**src/rtl/exb_pkg.sv**
```systemverilog
package exb_pkg;
  localparam int unsigned EXP_W = 8;
  localparam int unsigned BIAS  = 127;

  typedef enum logic {
    CELL_SUB_ZERO = 1'b0,
    CELL_SUB_ONE  = 1'b1
  } sub_cell_e;
endpackage

```
**src/rtl/exb_rca.sv**
```systemverilog
module exb_rca #(
  parameter int unsigned W = 8
) (
  input  logic [W-1:0] a_i,
  input  logic [W-1:0] b_i,
  output logic [W:0]   sum_o
);
  logic [W:1]   carry;
  logic [W-1:0] s;

  for (genvar i = 0; i < W; i++) begin : g_bit
    if (i == 0) begin : g_half
      assign s[i]       = a_i[i] ^ b_i[i];
      assign carry[i+1] = a_i[i] & b_i[i];
    end else begin : g_full
      logic p;
      assign p          = a_i[i] ^ b_i[i];
      assign s[i]       = p ^ carry[i];
      assign carry[i+1] = (p & carry[i]) ^ (a_i[i] & b_i[i]);
    end
  end

  assign sum_o = {carry[W], s};
endmodule

```
**src/rtl/exb_bias_sub.sv**
```systemverilog
module exb_bias_sub
  import exb_pkg::*;
#(
  parameter int unsigned W    = 9,
  parameter int unsigned BIAS = 127
) (
  input  logic [W-1:0] min_i,
  output logic [W-1:0] diff_o,
  output logic         borrow_o
);
  localparam logic [W-1:0] K = W'(BIAS);

  logic [W:0] br;
  assign br[0] = 1'b0;

  for (genvar i = 0; i < W; i++) begin : g_cell
    if (sub_cell_e'(K[i]) == CELL_SUB_ONE) begin : g_one
      assign diff_o[i] = ~(min_i[i] ^ br[i]);
      assign br[i+1]   = ~min_i[i] | br[i];
    end else begin : g_zero
      assign diff_o[i] = min_i[i] ^ br[i];
      assign br[i+1]   = ~min_i[i] & br[i];
    end
  end

  assign borrow_o = br[W];
endmodule

```
**src/rtl/exb_exp_adder.sv**
```systemverilog
module exb_exp_adder
  import exb_pkg::*;
#(
  parameter int unsigned EXP_WIDTH = exb_pkg::EXP_W,
  parameter int unsigned EXP_BIAS  = exb_pkg::BIAS
) (
  input  logic                 clk_i,
  input  logic                 rst_ni,
  input  logic [EXP_WIDTH-1:0] exp_a_i,
  input  logic [EXP_WIDTH-1:0] exp_b_i,
  output logic [EXP_WIDTH:0]   exp_o,
  output logic                 borrow_o,
  output logic                 ovf_o,
  output logic                 spec_o
);
  localparam int unsigned SUM_W = EXP_WIDTH + 1;
  localparam logic [SUM_W-1:0] MAX_FIN = SUM_W'((2 ** EXP_WIDTH) - 2);

  logic [SUM_W-1:0] sum, diff;
  logic             brw, ovf_d, spec_d;

  exb_rca #(.W(EXP_WIDTH)) i_rca (
    .a_i  (exp_a_i),
    .b_i  (exp_b_i),
    .sum_o(sum)
  );

  exb_bias_sub #(.W(SUM_W), .BIAS(EXP_BIAS)) i_bias_sub (
    .min_i   (sum),
    .diff_o  (diff),
    .borrow_o(brw)
  );

  always_comb begin
    ovf_d  = !brw && (diff > MAX_FIN);
    spec_d = (exp_a_i == '0) || (exp_a_i == '1) ||
             (exp_b_i == '0) || (exp_b_i == '1);
  end

  always_ff @(posedge clk_i or negedge rst_ni) begin
    if (!rst_ni) begin
      exp_o    <= '0;
      borrow_o <= 1'b0;
      ovf_o    <= 1'b0;
      spec_o   <= 1'b0;
    end else begin
      exp_o    <= diff;
      borrow_o <= brw;
      ovf_o    <= ovf_d;
      spec_o   <= spec_d;
    end
  end

  // assertion enable: one edge past reset so $past refers to live inputs
  logic primed_q;
  always_ff @(posedge clk_i or negedge rst_ni) begin
    if (!rst_ni) primed_q <= 1'b0;
    else         primed_q <= 1'b1;
  end

  assert_result_R2: assert property (@(posedge clk_i) disable iff (!rst_ni || !primed_q)
    exp_o == SUM_W'(int'($past(exp_a_i)) + int'($past(exp_b_i)) - int'(EXP_BIAS)));

  assert_borrow_R3: assert property (@(posedge clk_i) disable iff (!rst_ni || !primed_q)
    borrow_o == ((int'($past(exp_a_i)) + int'($past(exp_b_i))) < int'(EXP_BIAS)));

  assert_ovf_R4: assert property (@(posedge clk_i) disable iff (!rst_ni || !primed_q)
    ovf_o |-> (!borrow_o && exp_o > MAX_FIN));

  assert_ovf_sum_R4: assert property (@(posedge clk_i) disable iff (!rst_ni || !primed_q)
    ovf_o == ((int'($past(exp_a_i)) + int'($past(exp_b_i)))
              > int'(EXP_BIAS) + (2 ** EXP_WIDTH) - 2));

  assert_spec_R5: assert property (@(posedge clk_i) disable iff (!rst_ni || !primed_q)
    $rose(spec_o) |-> ($past(exp_a_i) == '0 || $past(exp_a_i) == '1 ||
                       $past(exp_b_i) == '0 || $past(exp_b_i) == '1));
endmodule

```
**config.mk**
```make
export PLATFORM = sky130hd
export DESIGN_NAME = exb_exp_adder
export DESIGN_NICKNAME = d
export VERILOG_FILES = /design/src/rtl/exb_pkg.sv /design/src/rtl/exb_rca.sv /design/src/rtl/exb_bias_sub.sv /design/src/rtl/exb_exp_adder.sv
export SDC_FILE = /design/constraint.sdc
export NUM_CORES = 1
export LEC_CHECK = 0
export ABC_CLOCK_PERIOD_IN_PS = 800
export BUFFER_PORTS_ARGS = -buffer_cell sky130_fd_sc_hd__buf_2
export CAP_MARGIN = 20
export CORE_AREA = 10 10 52 54
export DETAILED_ROUTE_END_ITERATION = 8
export DIE_AREA = 0 0 62 64
export GPL_ROUTABILITY_DRIVEN = 0
export GPL_TIMING_DRIVEN = 0
export PLACE_DENSITY = 0.73
export SLEW_MARGIN = 25
export SYNTH_ARGS = -nofsm -noshare
export SYNTH_HDL_FRONTEND = slang
export SYNTH_SLANG_ARGS = --single-unit
export TNS_END_PERCENT = 50
```
**constraint.sdc**
```tcl
create_clock -name clk_i -period 0.8 [get_ports clk_i]
set_clock_uncertainty 0.05 [all_clocks]
set_input_delay 0.04 -clock clk_i [delete_from_list [all_inputs] [get_ports clk_i]]
set_output_delay 0.04 -clock clk_i [all_outputs]
set_load 0.05 [all_outputs]
```
==> reports/metrics.cfg, run 1 <==
[cts]
tritoncts=yes
cts_buffers=3
root_buffer=clkbuf_4
h-tree-depth=1
clk_pin_slew_ns=0.06
clockBufferDepth=2
clkSinkCount=12

[die]
ios=30
die_x_um=62
die_area_um2=3970
row_count=15
start_util_pct=43.9
core_um2=1710
chipHeight_um=64

[layout]
antennaDiodeCount=0
areaGrowthSynthToFinish_pct=64.6
nNetsFinal=144
final_cells=133
seq_area_um2=300
multi_input_area_um2=490
drive_gt1_share_pct=61.1
fillers=128

[placement]
dp_cells=124
hpwl_um=1420
io_buffers=29

[worst_setup_path]
critical_path_arrival_ns=3.85
worstSetupPathType=in -> reg
cp-end-kind=flop
path_max_fanout=2
critPathRequiredTime_ns=0.93
start_kind=primary input

[yosys]
synth_cells=70
yosys.area.top_type=dfrtp_1
synth.yosys.seq_area_share_pct=40.1
synth_most_common_cell=inv_1
synth_area_um2=749
yosys.cell_types.count=12
synth-edff-count=0
synth-async-reset-ratio_pct=100
synthTopCellsByArea=dfrtp_1, fa_1, ha_1
ys_seq_elements=12
yosys-top-cells-count=inv_1, dfrtp_1, ha_1
yosys_warnings=0
synth-main-ff-cell=dfrtp_1
synthDominantCellAreaShare_pct=40.1
syn_area_per_cell_um2=10.7
syn_nets=104

[timing]
fin_crit_ns=3.72
grt_setup_unrepaired=true
fin_tns_setup_ns=-16.79
finalWorstSetupSlack_ns=-2.92
worstMarginPinSlew_ns=0.306
hold_viol_final=0
setup_viol=22
relSlewSlack_pct=79.4
drv_slew=0
finalCritPeriodShare_pct=465
fmax_mhz=269
hold_slack_ns=0.0500

[global_routing]
grt_overflow_total=0
grt_pass1_wl_um=2730
grt_pass1_vias=696
grt_usage_pct=8.60
antenna_found_initial=0
grt_max_degree=13

[detailed_routing]
wirelength_um=1700
remaining_drc_errors=0
drt.antenna.violating_nets=0
via_count=619
wl_per_cell_um=12.8
drtIter0Drc=1
routed_via_density=4.65
drt_pre_antenna_iters=2

[run_status]
violations=setup timing
status=finished, violations left

[worst_hold_path]
min_from=exp_b_i[0]
min_path_type=in -> reg
worstHoldPathCells=3
worst_hold_path.endpoint=exp_o[0]

[pwr]
vdd_drop_max_v=0.00111
p_leak_nw=0.586
finalPower_mw=2.68
powerDensity_nw_per_um2=2170

[run]
cap_violations=0

cell type report:
cell class,instances,share of cell area [%]
repair buffers,35,23.9
clock buffers,3,1.83
flip-flops and latches,12,24.3
inverters,25,7.61
multi-input cells,33,39.8
well taps,25,2.54
worst max path at each step:
stage	to	slack, ns	from
after floorplan	ovf_o	-2.90	exp_a_i[0]
after global placement	ovf_o	-3.16	exp_a_i[0]
after detailed placement	ovf_o	-3.22	exp_a_i[0]
after CTS	ovf_o	-2.88	exp_a_i[0]
after global routing	ovf_o	-3.00	exp_a_i[0]
final	ovf_o	-2.92	exp_a_i[0]
per-layer routing:
layer / track usage (%) / up-vias / share of wire (%)
met2: 15.6 / 32 / 47
li1: - / 295 / -
met1: 8.75 / 290 / 40
met5: 0 / - / 0
met4: 2.51 / 0 / 2.0
met3: 2.96 / 2 / 11
cells in the final DEF, fill, tap and decap left out:
cell,Yosys,routed
buf_2,0,15
buf_6,0,14
inv_1,25,13
inv_2,0,12
dfrtp_1,12,12
ha_4,0,9
fa_2,0,6
nor4_1,4,4
nand2_1,4,4
nand4_1,3,3
clkbuf_4,0,3
buf_4,0,3
nand4b_1,2,2
buf_8,0,2
nor2_1,1,1
or4_1,1,1
or4b_4,0,1
a21oi_2,0,1
fa_1,7,1
dlygate4sd3_1,0,1
cells by family after synthesis:
kind of cell | Yosys count | share of synthesized area (%)
buf+inv | 25 | 12.5
fa+ha+maj | 16 | 33.7
compound gates | 1 | 0.667
flops | 12 | 40.1
simple gates | 16 | 13.0
where the power goes:
group | switching, mW | internal (mW) | leakage [nW]
combinational | 0.892 | 0.664 | 0.428
clock | 0.141 | 0.172 | 0.0138
sequential | 0.0600 | 0.746 | 0.144
total | 1.09 | 1.58 | 0.586
registers in the layout, summed over array words and instances, names as in the netlist:
signal and flops:
borrow_o 1, spec_o 1, ovf_o 1, exp_o 9
critical path, cell delays in order:
cell and delay (ns):
buf_8 0.08, ha_4 0.12, inv_2 0.03, fa_2 0.34
fa_2 0.37, fa_2 0.35, fa_2 0.34, inv_2 0.07
fa_2 0.19, inv_2 0.04, fa_2 0.33, inv_2 0.06
fa_1 0.41, inv_2 0.08, ha_4 0.20, nand4b_1 0.18
or4b_4 0.51, a21oi_2 0.13
repair_timing:
action / CTS / global route
hold buffers: 1 / 0
hold endpoints to repair: 12 / 0
pin swaps: 5 / 2
gates resized for setup: 43 / 3
endpoints found under the setup margin: 22 / 22
buffers inserted: 3 / 2
per-stage QoR:
stage | util [%] | worst slack [ns] | area [µm²]
after floorplan | - | -2.90 | 802
after CTS | 70.7 | -2.88 | 1210
after detailed placement | 57.3 | -3.22 | 978
after global placement | 57.3 | -3.16 | 978
final | 72.2 | -2.92 | 1230
after global routing | 72.2 | -3.00 | 1230
Power figures use the tool's default switching activity.
==> inputs of run 2 (changes only) <==
--- a/config.mk
+++ b/config.mk
@@ -5,7 +5,7 @@
 export SDC_FILE = /design/constraint.sdc
 export NUM_CORES = 1
 export LEC_CHECK = 0
-export ABC_CLOCK_PERIOD_IN_PS = 800
+export ABC_CLOCK_PERIOD_IN_PS = 3500
 export BUFFER_PORTS_ARGS = -buffer_cell sky130_fd_sc_hd__buf_2
 export CAP_MARGIN = 20
 export CORE_AREA = 10 10 52 54
@@ -14,6 +14,7 @@
 export GPL_ROUTABILITY_DRIVEN = 0
 export GPL_TIMING_DRIVEN = 0
 export PLACE_DENSITY = 0.73
+export REMOVE_ABC_BUFFERS = 1
 export SLEW_MARGIN = 25
 export SYNTH_ARGS = -nofsm -noshare
 export SYNTH_HDL_FRONTEND = slang
==> constraint.sdc (replaced) <==
create_clock -name clk_i -period 3.5 [get_ports clk_i]
set_clock_uncertainty 0.05 [all_clocks]
set_input_delay 0.175 -clock clk_i [delete_from_list [all_inputs] [get_ports clk_i]]
set_output_delay 0.175 -clock clk_i [all_outputs]
set_load 0.05 [all_outputs]
==> run 2 against run 1 <==
Effect of this change:
- the run still ends with setup timing left
- sequential share of layout area is 6.2 points higher
- first-iteration DRC count increased to 8.0 times the previous value
- cell count is 3.8% lower
- via count shrank 10%
- design area decreased by 20%
- core utilization is 15 points lower
- die area stayed put
- critical path type unchanged
- highest routed layer unchanged
==> reports/metrics.cfg, run 2 (synthesis results as in run 1) <==
[worst_hold_path]
worst_hold_path.endpoint=exp_o[0]  ; unchanged
min_from=exp_b_i[0]  ; unchanged
worstHoldPathCells=3  ; unchanged
min_path_type=in -> reg  ; unchanged

[cts]
cts_buffers=3  ; unchanged
clkSinkCount=12  ; unchanged
clk_pin_slew_ns=0.06  ; about the same
postCtsSetupBuffers=0  ; was 3
h-tree-depth=1  ; unchanged
clockBufferDepth=2  ; unchanged
root_buffer=clkbuf_4  ; unchanged
tritoncts=yes  ; unchanged

[worst_setup_path]
cp_num_buf_inv=6  ; unchanged
worstSetupPathType=in -> reg  ; unchanged
crit_family=adder cells  ; unchanged
crit_chain=buf_2 -> ha_1 -> inv_1 -> fa_2 -> fa_2 -> fa_2 -> fa_2 -> inv_2 -> fa_1 -> inv_1 -> fa_2 -> inv_2 -> fa_1 -> inv_2 -> ha_4 -> nand4b_1 -> or4b_1 -> a21oi_1  ; was buf_8 -> ha_4 -> inv_2 -> fa_2 -> fa_2 -> fa_2 -> fa_2 -> inv_2 -> fa_2 -> inv_2 -> fa_2 -> inv_2 -> fa_1 -> inv_2 -> ha_4 -> nand4b_1 -> or4b_4 -> a21oi_2
path_max_fanout=3  ; was 2
critPathRequiredTime_ns=3.63  ; was 0.93 ns
critPathLaunch=exp_a_i[0]  ; unchanged
path_common_cell=fa_2  ; unchanged
cp-end-kind=flop  ; unchanged
cp_slowest_cell=or4b_1  ; was or4b_4
critical_path_arrival_ns=3.94  ; was 3.85 ns
start_kind=primary input  ; unchanged
critical_path.max_stage_delay_ns=0.47  ; was 0.51 ns

[die]
core_um2=1710  ; unchanged
die_x_um=62  ; unchanged
ios=30  ; unchanged
die_area_um2=3970  ; unchanged
start_util_pct=43.9  ; unchanged
chipHeight_um=64  ; unchanged
row_count=15  ; unchanged

[global_routing]
grt_overflow_total=0  ; unchanged
antenna_found_initial=0  ; unchanged
grt_pass1_wl_um=2390  ; was 2730 µm
grt_usage_pct=7.66  ; was 8.60%
grt_pass1_vias=627  ; was 696
grt_max_degree=13  ; unchanged

[timing]
worstMarginPinSlew_ns=0.264  ; was 0.306 ns
fmax_mhz=263
finalCritPeriodShare_pct=109
drv_slew=0  ; unchanged
hold_viol_final=0  ; unchanged
grt_setup_unrepaired=true  ; unchanged
fin_crit_ns=3.81
relSlewSlack_pct=82.3  ; was 79.4%
finalWorstSetupSlack_ns=-0.308  ; was -2.92 ns
setup_viol=1  ; was 22
fin_tns_setup_ns=-0.308  ; was -16.79 ns

[pwr]
powerDensity_nw_per_um2=501  ; was 2170 nW/µm²
p_leak_nw=0.542  ; was 0.586 nW
vdd_drop_max_v=0.000205  ; was 0.00111 V

[layout]
areaGrowthSynthToFinish_pct=31.2  ; was 64.6%
final_common_cell=buf_2  ; unchanged
largest_reg_flops=9  ; unchanged
most-common-layout-cells=buf_2, inv_1, dfrtp_1, ha_1, fa_2  ; was buf_2, buf_6, inv_1, inv_2, dfrtp_1
drive_gt1_share_pct=39.8  ; was 61.1%
fin_area_um2=983  ; was 1230 µm²
fillers=151  ; was 128
antennaDiodeCount=0  ; unchanged
top_register=exp_o  ; unchanged
nNetsFinal=139  ; was 144
final_cells=128  ; was 133

[placement]
dp_cells=124  ; unchanged
dp_worst_setup_slack_ns=-0.870  ; was -3.22 ns
io_buffers=29  ; unchanged
hpwl_um=1330  ; was 1420 µm
placed_cell_area_um2=926  ; was 978 µm²

[detailed_routing]
via_count=557  ; was 619
wl_per_cell_um=11.0  ; was 12.8 µm
drt.antenna.violating_nets=0  ; unchanged
wirelength_um=1410  ; was 1700 µm
remaining_drc_errors=0  ; unchanged
drtIter0Drc=8  ; was 1
routed_via_density=4.35  ; was 4.65
drt_pre_antenna_iters=4  ; was 2

[run_status]
violations=setup timing  ; unchanged
status=finished, violations left  ; unchanged

[run]
cap_violations=0  ; unchanged

[run 2: changes by cell type in the layout (fill, tap and decap cells not counted), moves of 3 or more]
cell   previous run  this run
inv_1            13        22
ha_1              0         8
buf_2            15        29
buf_4             3         0
ha_4              9         1
buf_6            14         0
inv_2            12         3
[run 2: area by class of cell]
class                   count  area [µm²]  share of cell area [%]
clock buffers               3        22.5                    2.29
multi-input cells          33         380                    38.7
flip-flops and latches     12         300                    30.5
repair buffers             30         155                    15.8
inverters                  25        93.8                    9.54
well taps                  25        31.3                    3.18
[run 2: worst max-delay path by stage]
stage	to	cells past startpoint
floorplan	ovf_o	17
global placement	ovf_o	18
detailed placement	ovf_o	18
CTS	ovf_o	18
global route	ovf_o	18
finish	ovf_o	18
[run 2: per-stage QoR]
step           utilization [%]  total power, mW  hold WS [ns]
2_1_floorplan                -            0.350        -0.171
5_1_grt                   57.6            0.527         0.237
3_3_place_gp              54.2            0.414      -0.00203
4_1_cts                   56.8            0.496         0.215
6_report                  57.6            0.492         0.226
3_5_place_dp              54.2            0.417      0.000567
[run 2: report_power, final]
group | leakage, nW | total [mW] | internal [mW] | switching [mW]
Combinational | 0.384 | 0.244 | 0.0639 | 0.180
Clock | 0.0138 | 0.0734 | 0.0394 | 0.0340
Sequential | 0.144 | 0.175 | 0.170 | 0.00552
Total | 0.542 | 0.492 | 0.273 | 0.219
[run 2: layer usage]
layer  routed length (µm)  track usage (%)
met5                    0                0
met4                    6             4.19
met3                  243             3.95
met2                  570             11.4
met1                  586             8.51
[run 2: worst min-delay path, delay by kind of cell]
| kind | cells | cell delay (ns) |
|---|---|---|
| buffers and inverters | 2 | 0.15 |
| adder cells (fa/ha/maj) | 1 | 0.17 |
[run 2: timing repair]
| item | in CTS | in global routing |
|---|---|---|
| gates resized for setup | 7 | 2 |
| gates cloned | 0 | 0 |
| pin swaps | 1 | 0 |
| hold endpoints to repair | 12 | 0 |
| hold buffers | 1 | 0 |
| endpoints found under the setup margin | 1 | 1 |
==> inputs of run 3 (changes only) <==
--- a/config.mk
+++ b/config.mk
@@ -8,15 +8,15 @@
 export ABC_CLOCK_PERIOD_IN_PS = 3500
 export BUFFER_PORTS_ARGS = -buffer_cell sky130_fd_sc_hd__buf_2
 export CAP_MARGIN = 20
-export CORE_AREA = 10 10 52 54
+export CORE_AREA = 10 10 51 53
 export DETAILED_ROUTE_END_ITERATION = 8
-export DIE_AREA = 0 0 62 64
+export DIE_AREA = 0 0 61 63
 export GPL_ROUTABILITY_DRIVEN = 0
 export GPL_TIMING_DRIVEN = 0
 export PLACE_DENSITY = 0.73
 export REMOVE_ABC_BUFFERS = 1
-export SLEW_MARGIN = 25
 export SYNTH_ARGS = -nofsm -noshare
 export SYNTH_HDL_FRONTEND = slang
+export SYNTH_HIERARCHICAL = 1
 export SYNTH_SLANG_ARGS = --single-unit
 export TNS_END_PERCENT = 50
==> run 3 against run 2 <==
Effect of this change:
- the run still ends with setup timing left
- combinational power increased by 4%
- synthesized area is 6.2% lower
- non-clock buffer count stayed put
- critical path depth down 1
- maximum frequency grew 7.1%
- sequential share of layout area rose by 0.16 points
- clock power up 5.9%
- hold slack lost 0.071 ns
- global-route usage increased by 0.73 points
- first-iteration DRC count rose by 50%
- cell count decreased by 17%
- critical path type unchanged
- highest routed layer unchanged
==> reports/metrics.cfg, run 3 <==
[run_status]
status=finished, violations left  ; unchanged
violations=setup timing  ; unchanged

[layout]
postLayoutCoreUtil_pct=59.2  ; was 57.6%
multi_input_area_um2=418  ; was 380 µm²
antennaDiodeCount=0  ; unchanged
fillers=154  ; was 151
fin_area_um2=978  ; was 983 µm²
top_register=exp_o  ; unchanged
nNetsFinal=125  ; was 139
largest_reg_flops=9  ; unchanged
seq_area_um2=300  ; unchanged
drive_gt1_share_pct=52.8  ; was 39.8%
areaGrowthSynthToFinish_pct=39.1  ; was 31.2%
final_common_cell=buf_2  ; unchanged
most-common-layout-cells=buf_2, dfrtp_1, inv_1, ha_1, fa_2  ; was buf_2, inv_1, dfrtp_1, ha_1, fa_2

[timing]
worstMarginPinSlew_ns=0.274  ; was 0.264 ns
finalWorstSetupSlack_ns=-0.0548  ; was -0.308 ns
fmax_mhz=281  ; was 263 MHz
fin_tns_setup_ns=-0.0548  ; was -0.308 ns
finalCritPeriodShare_pct=102  ; was 109%
relSlewSlack_pct=81.6  ; was 82.3%
grt_setup_unrepaired=true  ; unchanged
hold_slack_ns=0.155  ; was 0.226 ns
setup_viol=1  ; unchanged
drv_slew=0  ; unchanged
hold_viol_final=0  ; unchanged
fin_crit_ns=3.55  ; was 3.81 ns

[die]
die_x_um=61  ; was 62 µm
row_count=15  ; unchanged
die_area_um2=3840  ; was 3970 µm²
chipHeight_um=63  ; was 64 µm
start_util_pct=42.6  ; was 43.9%
core_um2=1650  ; was 1710 µm²
ios=30  ; unchanged

[detailed_routing]
wl_per_cell_um=14.0  ; was 11.0 µm
routed_via_density=4.96  ; was 4.35
remaining_drc_errors=0  ; unchanged
drt.antenna.violating_nets=0  ; unchanged
wirelength_um=1480  ; was 1410 µm
drt_pre_antenna_iters=4  ; unchanged
drtIter0Drc=12  ; was 8
via_count=526  ; was 557

[placement]
io_buffers=29  ; unchanged
placed_cell_area_um2=870  ; was 926 µm²
hpwl_um=1290  ; was 1330 µm

[cts]
clk_pin_slew_ns=0.07  ; was 0.06 ns
tritoncts=yes  ; unchanged
clockBufferDepth=2  ; unchanged
cts_buffers=3  ; unchanged
h-tree-depth=1  ; unchanged
root_buffer=clkbuf_4  ; unchanged
clkSinkCount=12  ; unchanged

[yosys]
syn_area_per_cell_um2=12.6  ; was 10.7 µm²
synth-async-reset-ratio_pct=100  ; unchanged
synth_cells=56  ; was 70
yosys_warnings=6  ; was 0
synth_most_common_cell=dfrtp_1  ; was inv_1
yosys.cell_types.count=13  ; was 12
yosys-top-cells-count=dfrtp_1, inv_1, ha_1  ; was inv_1, dfrtp_1, ha_1
ys_seq_elements=12  ; unchanged
yosys.area.top_type=dfrtp_1  ; unchanged
synthTopCellsByArea=dfrtp_1, fa_1, ha_1  ; unchanged
synth_area_um2=703  ; was 749 µm²
synth-edff-count=0  ; unchanged
synthDominantCellAreaShare_pct=42.7  ; was 40.1%
synth.yosys.seq_area_share_pct=42.7  ; was 40.1%
synth-main-ff-cell=dfrtp_1  ; unchanged

[run]
cap_violations=0  ; unchanged

[global_routing]
antenna_found_initial=0  ; unchanged
grt_max_degree=13  ; unchanged
grt_pass1_vias=634  ; was 627
grt_usage_pct=8.39  ; was 7.66%
grt_pass1_wl_um=2500  ; was 2390 µm
grt_overflow_total=0  ; unchanged

[worst_setup_path]
critPathRequiredTime_ns=3.60  ; was 3.63 ns
critPathLaunch=exp_a_i[0]  ; unchanged
start_kind=primary input  ; unchanged
cp-end-kind=flop  ; unchanged
path_max_fanout=3  ; unchanged
cp-endpoint=ovf_o  ; unchanged
worstSetupPathType=in -> reg  ; unchanged
critical_path_arrival_ns=3.66  ; was 3.94 ns

[worst_hold_path]
min_from=exp_b_i[0]  ; unchanged
min_path_type=in -> reg  ; unchanged

[pwr]
powerDensity_nw_per_um2=517  ; was 501 nW/µm²
vdd_drop_max_v=0.000185  ; was 0.000205 V
p_leak_nw=0.480  ; was 0.542 nW
finalPower_uw=506  ; was 492 µW

run 3: cell count changes after synthesis, sizes merged:
cell,delta
and4,+2
inv,-14
nand2,-2
nand4,+1
nand4b,-1
nor2,+1
or2,+1
or4,-1
or4b,-1
run 3: worst min path at each step:
| stage | endpoint | depth (start not counted) |
|---|---|---|
| floorplan | borrow_o | 0 |
| CTS | exp_o[0] | 3 |
| detailed placement | exp_o[2] | 1 |
| finish | exp_o[0] | 3 |
| global route | exp_o[0] | 3 |
| global placement | exp_o[0] | 1 |
run 3: cells by family after synthesis:
group	share of synthesized area, %
adders and majority gates	35.9
AOI/OAI and AO/OA	0.711
and+or+nand+nor	14.8
DFF	42.7
buffers and inverters	5.87
run 3: metal layers:
layer  vias to the layer above  track usage (%)  routed length (µm)
met1                       246             8.14                 569
met3                         2             1.63                 110
met4                         0             6.59                  18
li1                        259                -                   -
met5                         -                0                   0
met2                        19             14.4                 783
run 3: what timing repair did:
action | 4_1_cts | 5_1_grt
setup buffers | 0 | 0
hold buffers | 1 | 0
setup endpoints to repair | 4 | 1
endpoints found under the hold margin | 12 | 0
cloned | 0 | 0
resized for setup | 18 | 4
run 3: worst max-delay path, cell delays in order:
cell	delay (ns)
buf_8	0.10
ha_4	0.15
fa_2	0.34
fa_2	0.35
fa_2	0.35
fa_2	0.35
fa_2	0.34
fa_2	0.34
inv_2	0.06
fa_1	0.39
inv_1	0.07
inv_2	0.04
ha_4	0.25
inv_2	0.03
and4_1	0.14
a21oi_2	0.13
nor2_1	0.05
run 3: final cells by class:
class                   count  area share [%]
flip-flops and latches     12            30.7
well taps                  17            2.17
repair buffers             30            17.9
clock buffers               3            2.30
multi-input cells          33            42.7
inverters                  11            4.22
run 3: stage by stage:
stage | instances | worst slack (ns)
finish | 106 | -0.0548
global route | 106 | -0.157
CTS | 106 | -0.0633
detailed placement | 102 | -0.735
global placement | 102 | -0.656
floorplan | 56 | -0.441
run 3: power breakdown:
group / internal [mW] / total, mW / leakage [nW] / switching, mW
Clock: 0.0397 / 0.0777 / 0.0138 / 0.0381
Combinational: 0.0707 / 0.253 / 0.322 / 0.182
Sequential: 0.170 / 0.175 / 0.144 / 0.00565
